<file path="config.mk">
export PLATFORM = sky130hd
export DESIGN_NAME = adm_top
export DESIGN_NICKNAME = d
export VERILOG_FILES = /design/src/rtl/adm_pkg.sv /design/src/rtl/adm_polarity.sv /design/src/rtl/adm_phase.sv /design/src/rtl/adm_ports.sv /design/src/rtl/adm_top.sv
export SDC_FILE = /design/constraint.sdc
export NUM_CORES = 1
export LEC_CHECK = 0
export BUFFER_PORTS_ARGS = -buffer_cell sky130_fd_sc_hd__buf_2
export CAP_MARGIN = 20
export CORE_ASPECT_RATIO = 0.9
export CORE_MARGIN = 2
export CORE_UTILIZATION = 55
export DETAILED_ROUTE_END_ITERATION = 12
export GPL_ROUTABILITY_DRIVEN = 0
export PLACE_DENSITY = 0.82
export SYNTH_ARGS = -nofsm -noshare
export SYNTH_HDL_FRONTEND = slang
export SYNTH_SLANG_ARGS = --single-unit
export TNS_END_PERCENT = 100
</file>
<file path="constraint.sdc">
create_clock -name clk -period 1.7 [get_ports clk]
set_input_delay 0.085 -clock clk [delete_from_list [all_inputs] [get_ports clk]]
set_output_delay 0.085 -clock clk [all_outputs]
set_load 0.01 [all_outputs]
</file>
<file path="src/rtl/adm_pkg.sv">
package adm_pkg;
  typedef enum logic {
    MODE_STRAIGHT = 1'b0,
    MODE_PAIRED   = 1'b1
  } adm_mode_e;
endpackage

</file>
<file path="src/rtl/adm_polarity.sv">
module adm_polarity #(
  parameter int W = 8
) (
  input  logic         true_i,
  input  logic [W-1:0] code_i,
  output logic [W-1:0] code_o
);
  always_comb code_o = true_i ? code_i : ~code_i;
endmodule

</file>
<file path="src/rtl/adm_phase.sv">
module adm_phase (
  input  logic clk,
  input  logic rst,
  input  logic adv_i,
  output logic ph_o
);
  always_ff @(posedge clk) begin
    if (rst)        ph_o <= 1'b0;
    else if (adv_i) ph_o <= ~ph_o;
  end

  AST_PHASE_CLEARED: assert property (@(posedge clk) rst |=> !ph_o);
  AST_PHASE_IDLE: assert property (@(posedge clk) disable iff (rst)
    !adv_i |=> $stable(ph_o));
endmodule

</file>
<file path="src/rtl/adm_ports.sv">
module adm_ports
  import adm_pkg::*;
#(
  parameter int W = 8
) (
  input  logic         clk,
  input  logic         rst,
  input  adm_mode_e    mode_i,
  input  logic         acc_i,
  input  logic         ph_i,
  input  logic [W-1:0] code_i,
  output logic [W-1:0] a_o,
  output logic [W-1:0] b_o,
  output logic         stb_o
);
  logic [W-1:0] held_q;

  always_ff @(posedge clk) begin
    if (rst) begin
      a_o    <= '0;
      b_o    <= '0;
      held_q <= '0;
      stb_o  <= 1'b0;
    end else begin
      stb_o <= 1'b0;
      if (acc_i) begin
        if (mode_i == MODE_STRAIGHT) begin
          a_o   <= code_i;
          stb_o <= 1'b1;
        end else if (!ph_i) begin
          held_q <= code_i;
        end else begin
          a_o   <= held_q;
          b_o   <= code_i;
          stb_o <= 1'b1;
        end
      end
    end
  end

  AST_B_STILL_STRAIGHT: assert property (@(posedge clk) disable iff (rst)
    (mode_i == MODE_STRAIGHT) |=> $stable(b_o));
  AST_FIRST_OF_PAIR_QUIET: assert property (@(posedge clk) disable iff (rst)
    (mode_i == MODE_PAIRED && acc_i && !ph_i) |=> (!stb_o && $stable(a_o)));
  AST_NO_STB_IDLE: assert property (@(posedge clk) disable iff (rst)
    !acc_i |=> (!stb_o && $stable(a_o) && $stable(b_o)));
endmodule

</file>
<file path="src/rtl/adm_top.sv">
module adm_top
  import adm_pkg::*;
#(
  parameter int W = 8
) (
  input  logic         clk,
  input  logic         rst,
  input  logic         mode_sel,
  input  logic         pol_true,
  input  logic         s_valid,
  input  logic [W-1:0] s_data,
  output logic         s_ready,
  output logic [W-1:0] a_data,
  output logic [W-1:0] b_data,
  output logic         out_stb
);
  adm_mode_e    mode_q;
  logic         rdy_q;
  logic         acc;
  logic         ph;
  logic [W-1:0] code_p;

  always_ff @(posedge clk) begin
    if (rst) begin
      mode_q <= adm_mode_e'(mode_sel);
      rdy_q  <= 1'b0;
    end else begin
      rdy_q  <= 1'b1;
    end
  end

  assign s_ready = rdy_q;
  assign acc     = s_valid & rdy_q;

  adm_polarity #(.W(W)) u_pol (
    .true_i (pol_true),
    .code_i (s_data),
    .code_o (code_p)
  );

  adm_phase u_phase (
    .clk   (clk),
    .rst   (rst),
    .adv_i (acc && mode_q == MODE_PAIRED),
    .ph_o  (ph)
  );

  adm_ports #(.W(W)) u_ports (
    .clk    (clk),
    .rst    (rst),
    .mode_i (mode_q),
    .acc_i  (acc),
    .ph_i   (ph),
    .code_i (code_p),
    .a_o    (a_data),
    .b_o    (b_data),
    .stb_o  (out_stb)
  );

  AST_MODE_FROZEN: assert property (@(posedge clk) disable iff (rst)
    1'b1 |=> $stable(mode_q));
  AST_NOT_READY_AFTER_RESET: assert property (@(posedge clk)
    rst |=> (!s_ready && a_data == '0 && b_data == '0 && !out_stb));
endmodule

</file>
=== Word-level counts from Yosys, hierarchy flattened ===
Cells that the tools add are included.

* Register bits after elaboration: 28
* RAM bits: 0
* Logic and storage cells: 23
* Memory bits (read-only): 0
* Bits in latches: 0
* Memories kept: 0

* Reductions and logical operators: 5
* Multiplexer cells: 6
* Divide/modulo/power cells: 0
* $add $sub $neg: 0
* Bitwise gates (word level): 4
* Magnitude comparators: 0
* Shift-type cells: 0
* Multipliers: 0
* Equality and inequality tests: 1

{| class="wikitable"
|+ Operators by type and width
! cell !! number
|-
| two-way mux 8 bit || 3
|-
| NOT 8 bit || 1
|-
| AND reduction 3 bit || 2
|-
| two-way mux 1 bit || 3
|-
| inequality test 2 x 1 -> 1 bit (second input constant) || 1
|-
| NOT 1 bit || 2
|-
| AND reduction 2 bit || 1
|-
| OR reduction 2 bit || 1
|-
| bitwise AND 1 bit || 1
|-
| logical AND 1 bit || 1
|}

=== Depth between registers and ports, before layout ===
Gate-level depths: netlist of run 1.

* Word-level depth: 3
* Gate-level depth with buffers: 5
* Depth with buffers taken out: 3

=== Hierarchy ===
Synthesis of run 1 repeated with hierarchy kept, for this count alone.

* Cells, all modules: 130
* Area, all modules: 1206.2 µm²

{| class="wikitable"
|+ By module, submodules not included
! module !! sequential area each (µm²) !! cells each !! times used !! area an instance (µm²)
|-
| adm_ports || 500.5 || 113 || 1 || 1026.0
|-
| adm_polarity || 0.0 || 9 || 1 || 81.3
|-
| adm_top || 50.0 || 5 || 1 || 66.3
|-
| adm_phase || 20.0 || 3 || 1 || 32.5
|}

=== Worst setup path after synthesis of run 1 ===
No wires, ideal clock.

* Kind: reg-to-reg
* Start point: reg rdy_q (netlist: s_ready)
* End point: reg u_ports.a_o[2]
* Setup slack: 519 ps
* Cell stages (with the launch flop): 6
* Required time: 1564 ps
* Data arrival time: 1046 ps
* Library setup time: 136 ps
* Path through: dfxtp_1 and2_4 buf_6 and2_4 buf_6 a211oi_2

* Longest elaborated chain between the ends: 2

{| class="wikitable"
|+ RTL lines
! element !! RTL line !! source
|-
| from (decl) || adm_top.sv:18 || <nowiki>logic rdy_q;</nowiki>
|-
| from (signal assigned) || adm_top.sv:26 || <nowiki>rdy_q <= 1'b0;</nowiki>
|-
| from (signal assigned) || adm_top.sv:28 || <nowiki>rdy_q <= 1'b1;</nowiki>
|-
| bitwise AND 1 bit || adm_top.sv:33 || <nowiki>assign acc = s_valid & rdy_q;</nowiki>
|-
| AND reduction 2 bit (no source line) || -- ||
|-
| to (signal assigned) || adm_ports.sv:28 || <nowiki>a_o <= code_i;</nowiki>
|-
| to (signal assigned) || adm_ports.sv:33 || <nowiki>a_o <= held_q;</nowiki>
|-
| to (decl) || adm_ports.sv:12 || <nowiki>output logic [W-1:0] a_o,</nowiki>
|}

No other way between the ends.
A chain may end at the register's enable or synchronous reset.

=== Final worst setup path of run 1 ===
* Start point: reg mode_q
* End point: reg u_ports.b_o[4]

* Longest elaborated chain between the ends: 1

{| class="wikitable"
|+ RTL lines
! element !! RTL line !! source
|-
| from (decl) || adm_top.sv:17 || <nowiki>adm_mode_e mode_q;</nowiki>
|-
| from (signal assigned) || adm_top.sv:25 || <nowiki>mode_q <= adm_mode_e'(mode_sel);</nowiki>
|-
| AND reduction 3 bit (no source line) || -- ||
|-
| to (signal assigned) || adm_ports.sv:34 || <nowiki>b_o <= code_i;</nowiki>
|-
| to (decl) || adm_ports.sv:13 || <nowiki>output logic [W-1:0] b_o,</nowiki>
|}

No other way between the ends.

==> metrics.txt, run 1 <==
outcome finished, final reports clean; IR drop worst, VDD 616.2 uV; Congestion Overflow GR 0; Synth Flop Type dfxtp_1; final setup violating endpoints 0; post-synthesis adder-cell area fraction 0%; CP endpoint kind flop; Post-Layout Inst Area 1398 um2; arrival time of data at the critical path endpoint 1.53 ns; TritonCTS clock tree built; Clk network pwr share 26.7%; core area 2142 um2; footprint of the multi-input gates 578.1 um2; Total Routing Usage GR between 20% and 30%; sequential cell area in the final layout 570.5 um2; number of DRC violations after detailed routing 0; PwrDens 868.0 nW/um2; Final Hold Vio Count 0; H-Tree Depth 1; critical path peak fanout 11; wire per inst 12.28 um; depth of the worst register-to-register path 4; initial cell density of the core a little under three fifths; number of enable-type register cells in the synthesized netlist 1; Cell Count Post-Placement 179; maximum achievable frequency around 0.76 GHz; vias in the first global route 909; proportion of layout cells with a drive suffix above 1 31.85%; detailed-route wire length 2260 um; area added between synthesis and finish 15.04%; buffers from clock root to sink, at most 2; cell depth of the worst hold path 4; maximum number of pins on one net before global-route repair 19; type of origin of the critical path flop; final clock skew 0.002406 ns; Post-Synthesis Cell Area 1215 um2; number of flip-flops and latches in the synthesized netlist 28; Port-buffer cells 30; net count reported at finish 171; end-of-flow core utilization about two thirds; Yosys warning count 0; Area contributors post-synth dfxtp_1 (44%), a21oi_1 (10%), nand2_1 (10%); clock transition at the registers of the reported paths 0.14 ns; maximum capacitance violations 0; WS Path Type reg2reg; Clock Root Buffer clkbuf_4; fraction of synthesized area in multiplexers ~6.6%; share of flip-flops with an asynchronous set or reset after synthesis 0%; iteration count of the initial detailed-routing pass 4; detailed-placement wirelength estimate 1723 um; clock sink total 28; global-route wire length before repair 3919 um; vertical die dimension between 40 and 50 um; cell area after placement 1351 um2; share of the synthesized netlist area taken by xor and xnor gates 5.767%; leakage 0.5705 nW; setup tns final 0 ns; antenna viol nets, final 0; total CTS buffers 3; hold buffer count at cts 1; part of the power in registers 58.0%; fin cells 184; fill count 175; post-synthesis cell type with the largest combined area dfxtp_1; top-level I/O count 31; Starting DRT DRC Count 8; share of the clock period used by the worst path 76.89%; largest family of logic cells by synthesized area compound AO/OA/AOI/OAI gates; post-CTS repair timing setup buffer count 0; count of unique library cells instantiated by Yosys 21; number of rows in the core area 16; die span in x 53.54 um; simple logic cell fraction of the synthesized area about 17%; sequential cell area fraction in the yosys report 46.96%; most common library cell in the layout ignoring fill and taps nand2_1; syn_nets 143; net load switching power 316.0 uW; number of antenna repair diodes 0; number of vias per cell 5.337; Die ar. approximately 2600 um2; area share of the leading cell type in the synthesized netlist between 40% and 50%; Comb pwr share 15.4%; number of antenna violations at the first check in global routing 0; worst-margin pin slew 0.4012 ns; clock insertion delay at the later pin of the skew report 0.33 ns; number of cells produced by synthesis 130; cell internal power dissipation 897.2 uW; area fraction in compound gates after synthesis 18.54%; Worst Hold Class in2reg; commonest non-fill, non-tap cells in the layout nand2_1 (33), buf_2 (30), dfxtp_1 (27), a21oi_1 (25); per-instance average area after synthesis just over 9 um2; switching portion of total power 26.05%; final critical delay including setup and external delays 1.307 ns; post-cts repair resize count 0; max-slew violations 0; overall power after layout 1.213 mW; critical path required time approximately 1.9 ns; relative slew slack 73.25%; RSZ-0062 raised after global routing no; total vias in the final route 982
synthesized netlist by cell type, types with 2 or more instances:
master    instances
xnor2_1           8
mux2i_1           8
a21oi_1          25
buf_2             5
a211oi_2          8
buf_6             2
and2_4            2
nand2_1          33
dfxtp_1          27
area by class of cell:
type | count | share of cell area, %
Clock buffer | 4 | 2.596
Timing Repair Buffer | 33 | 12.53
Sequential cell | 28 | 40.82
Inverter | 1 | 0.2686
Multi-Input combinational cell | 91 | 41.36
Tap cell | 27 | 2.417
stage by stage:
| stage | setup slack (ns) | hold WS, ns |
|---|---|---|
| finish | 0.3928 | 0.07168 |
| global route | 0.2422 | 0.07045 |
| CTS | 0.3650 | 0.06659 |
| detailed placement | 0.3936 | 0.2638 |
| global placement | 0.4645 | 0.2748 |
| floorplan | 0.5186 | 0.1839 |
critical path, cell delays in order (launching register included):
cell,delay [ns]
edfxtp_1,0.44
buf_4,0.23
nand4_1,0.30
nand2_1,0.16
a21oi_1,0.07
worst paths after layout:
check | start | endpoint | slack [ns]
hold / removal | s_data[0] | u_ports.b_o[0]$_SDFFE_PP0P_ | 0.07
hold reg to reg | u_ports.b_o[3]$_SDFFE_PP0P_ | u_ports.b_o[3]$_SDFFE_PP0P_ | 0.46
setup reg to reg | mode_q$_DFFE_PP_ | u_ports.b_o[4]$_SDFFE_PP0P_ | 0.39
setup / recovery | mode_q$_DFFE_PP_ | u_ports.b_o[4]$_SDFFE_PP0P_ | 0.39
metal layers:
metal / vias up / share of wire (%) / wire [um] / track usage [%]
met5: - / 0 / 0 / 0
met4: 0 / 2.3 / 52 / 9.402
met3: 5 / 3.0 / 68 / 3.086
met2: 15 / 51 / 1147 / 33.13
met1: 465 / 44 / 992 / 25.40
li1: 497 / - / - / -
power groups by stage:
stage          logic (mW)  registers [mW]  clock network (mW)
2_1_floorplan       0.132           0.723                   0
4_1_cts             0.188           0.703               0.328
6_report            0.186           0.703               0.324
3_3_place_gp        0.180           0.716                   0
3_5_place_dp        0.185           0.718                   0
5_1_grt             0.204           0.707               0.361
sequential cells by signal (all words and copies together), names as in the netlist:
name and flops:
mode_q 1, s_ready 1, u_phase.ph_o 1, u_ports.a_o 8, u_ports.b_o 8, u_ports.held_q 8
u_ports.stb_o 1
logic make-up (layout without fill, tap and decap cells):
| group | after synthesis | in the layout |
|---|---|---|
| buf+inv | 11 | 38 |
| simple gates | 42 | 42 |
| compound gates | 33 | 33 |
| xor+xnor | 8 | 8 |
| mux | 8 | 8 |
| flops | 28 | 28 |
Note: power is estimated with default switching activity, not from simulation.
==> inputs of run 2 (changes only) <==
ABC_AREA = 1   (was default)
CORE_UTILIZATION = 48   (was 55)
PLACE_DENSITY = 0.75   (was 0.82)
clock period = 1.2 ns   (was 1.7 ns; I/O delays follow)
==> run 2 against run 1 <==
Worst hold slack gained 0.036 ns. Critical path depth increased by 1. Sequential share of layout area shrank 7.4 points. Synthesized cell count is 78% higher. Clock-buffer cell count down 1. Critical path type unchanged. Largest cell class unchanged. Highest routed layer unchanged.
==> metrics.txt, run 2 <==
outcome finished, final reports clean; clock insertion delay at the later pin of the skew report 0.33 ns (about the same); Port-buffer cells 30 (unchanged); antenna viol nets, final 0 (unchanged); arrival time of data at the critical path endpoint 1.44 ns (-0.09 ns); number of DRC violations after detailed routing 0 (unchanged); Yosys warning count 0 (unchanged); vertical die dimension 55.65 um (+15%); Final Hold Vio Count 0 (unchanged); detailed-route wire length 2749 um (+22%); Top delay family on crit path flip-flops; number of enable-type register cells in the synthesized netlist 1 (unchanged); cell-by-cell trace of the critical path nand4_2 > buf_12 > nand2_1 > nand2_1 > nor2_1; Starting DRT DRC Count 51 (+43); relative slew slack 71.89% (-1.4 points); most instantiated library cell after synthesis nand2_1; most prevalent standard cell on the critical path nand2_1; maximum number of pins on one net before global-route repair 26 (+7); H-Tree Depth 1 (unchanged); commonest non-fill, non-tap cells in the layout nand2_1 (82), nor2_1 (55), inv_1 (41), buf_2 (30), dfxtp_1 (26); net count reported at finish 280 (+64%); TritonCTS clock tree built; clock sink total 28 (unchanged); Comb pwr share 16.0% (+0.6 points); cell internal power dissipation 1.443 mW (+61%); largest registers ranked by flip-flop count u_ports.a_o: 8 flops, u_ports.b_o: 8 flops, u_ports.held_q: 8 flops; Clock Root Buffer clkbuf_4; part of the power in registers 51.8% (-6.2 points); fill count 287 (+64%); Area contributors post-synth dfxtp_1 (38%), nand2_1 (22%), nor2_1 (15%); Die ar. 3416 um2 (+31%); top cell types by occurrence after synthesis nand2_1 (82), nor2_1 (55), inv_1 (41); share of flip-flops with an asynchronous set or reset after synthesis 0% (unchanged); IR drop worst, VDD 421.7 uV (-32%); overall power after layout 1.950 mW (+61%); number of buffers and inverters on the critical path 1 (unchanged); detailed-placement wirelength estimate 1932 um (+12%); slowest cell on the critical path edfxtp_1; Synth Flop Type dfxtp_1; most common library cell in the layout ignoring fill and taps nand2_1; critical path required time 1.48 ns (-0.44 ns); longest individual stage delay on the worst path 0.54 ns (+0.10 ns); area share of the leading cell type in the synthesized netlist 37.99% (-6.5 points); area added between synthesis and finish 20.23%; number of cells produced by synthesis 232 (+78%); final critical delay including setup and external delays 1.158 ns (-0.1494 ns); syn_nets 245 (+71%); max-slew violations 0 (unchanged); PwrDens 1140 nW/um2 (+31%); number of rows in the core area 18 (+2); vias in the first global route 1164 (+28%); buffers from clock root to sink, at most 2 (unchanged); Post-Synthesis Cell Area 1423 um2 (+17%); end-of-flow core utilization 61.25% (-4.0 points); net load switching power 507.5 uW (+61%); sequential cell area fraction in the yosys report 40.11% (-6.9 points); number of antenna violations at the first check in global routing 0 (unchanged); CP endpoint kind flop; top-level I/O count 31 (unchanged); worst-margin pin slew 0.4211 ns (+0.01983 ns); proportion of layout cells with a drive suffix above 1 19.17% (-13 points); WS Path Type reg2reg; Post-Layout Inst Area 1710 um2 (+22%); per-instance average area after synthesis 6.132 um2 (-34%); initial cell density of the core 50.94% (-5.8 points); critical path peak fanout 15 (+4); die span in x 61.39 um (+15%); cell area after placement 1593 um2 (+18%); leakage 0.9853 nW (+73%); post-synthesis cell type with the largest combined area dfxtp_1; Fin Hold WS 0.1078 ns (+0.03613 ns); Total Routing Usage GR 17.35% (-2.8 points); iteration count of the initial detailed-routing pass 4 (unchanged); wire per inst 8.984 um (-27%); clock transition at the registers of the reported paths 0.16 ns (+0.02 ns); Congestion Overflow GR 0 (unchanged); global-route wire length before repair 4636 um (+18%); RSZ-0062 raised after global routing yes; final setup violating endpoints 0 (unchanged); Clk network pwr share 32.3% (+5.6 points); total vias in the final route 1269 (+29%); core area 2793 um2 (+30%); final clock skew 0.004014 ns (+0.001608 ns); count of unique library cells instantiated by Yosys 17 (-19%); share of the clock period used by the worst path 96.48% (+20 points); maximum achievable frequency 0.8637 GHz (+13%); number of flip-flops and latches in the synthesized netlist 28 (unchanged); type of origin of the critical path flop; number of vias per cell 4.147 (-22%); switching portion of total power 26.02% (about the same); maximum capacitance violations 0 (unchanged); Worst Hold Class in2reg; number of antenna repair diodes 0 (unchanged); total CTS buffers 3 (unchanged)
==> run 2: changes by cell type in the layout (fill, tap and decap cells not counted), sizes merged, moves of 2 or more <==
cell,before,now
mux2i,8,0
nand3,1,8
a211oi,8,0
nor2,0,57
nand2,33,85
inv,1,43
xnor2,8,0
a21oi,25,1
and2,2,0
buf,32,35
==> run 2: layout make-up <==
type / count / area [um2] / area share [%]
clock inverter: 1 / 30.03 / 1.756
inverter: 44 / 166.4 / 9.729
timing repair buffer: 37 / 236.5 / 13.83
sequential: 28 / 571.8 / 33.43
multi-input combinational: 153 / 633.1 / 37.02
tap: 40 / 50.05 / 2.926
clock buffer: 3 / 22.52 / 1.317
==> run 2: final timing paths <==
| kind | cells past startpoint | slack [ns] | endpoint | from |
|---|---|---|---|---|
| hold reg to reg | 4 | 0.52 | u_ports.b_o[0]$_SDFFE_PP0P_ | u_ports.b_o[0]$_SDFFE_PP0P_ |
| setup / recovery | 5 | 0.04 | u_ports.b_o[6]$_SDFFE_PP0P_ | mode_q$_DFFE_PP_ |
| hold / removal | 6 | 0.11 | u_ports.a_o[6]$_SDFFE_PP0P_ | s_data[6] |
| setup reg to reg | 5 | 0.04 | u_ports.b_o[6]$_SDFFE_PP0P_ | mode_q$_DFFE_PP_ |
==> run 2: power groups by stage <==
stage	clock network, mW	registers [mW]	logic (mW)
finish	0.629	1.01	0.311
global route	0.672	1.02	0.357
CTS	0.632	1.01	0.294
detailed placement	0	1.03	0.286
global placement	0	1.03	0.285
floorplan	0	1.03	0.204
==> run 2: logic make-up (layout without fill, tap and decap cells) <==
kind of cell | Yosys count | in the layout | share of synthesized area (%)
AND/OR/NAND/NOR | 152 | 152 | 43.54
AO/OA/AOI/OAI | 1 | 1 | 0.6158
flip-flops | 28 | 28 | 40.11
buffers and inverters | 51 | 85 | 15.74
==> run 2: per-layer routing <==
| metal | vias up | wire length, um | GRT usage, % |
|---|---|---|---|
| met4 | 0 | 19 | 4.559 |
| met3 | 4 | 92 | 2.791 |
| met2 | 22 | 1275 | 29.64 |
| li1 | 730 | - | - |
| met1 | 513 | 1362 | 22.24 |
| met5 | - | 0 | 0 |
==> run 2: metrics by stage <==
| step | setup slack (ns) | setup TNS (ns) | std cells |
|---|---|---|---|
| final | 0.04221 | 0 | 306 |
| after global routing | -0.05417 | -0.4079 | 306 |
| after CTS | 0.001840 | 0 | 303 |
| after detailed placement | 0.03064 | 0 | 297 |
| after global placement | 0.07698 | 0 | 297 |
| after floorplan | 0.1281 | 0 | 232 |
==> run 2: worst reg2reg max path: stages, from the launching register on <==
cell,delay [ns]
edfxtp_1,0.54
nand4_2,0.19
buf_12,0.18
nand2_1,0.06
nand2_1,0.04
nor2_1,0.10
==> run 2: timing repair <==
item / CTS / global route
endpoints found under the setup margin: 0 / 16
resized for setup: 0 / 3
buffers inserted: 0 / 3
hold endpoints to repair: 4 / 0
hold buffers: 2 / 0
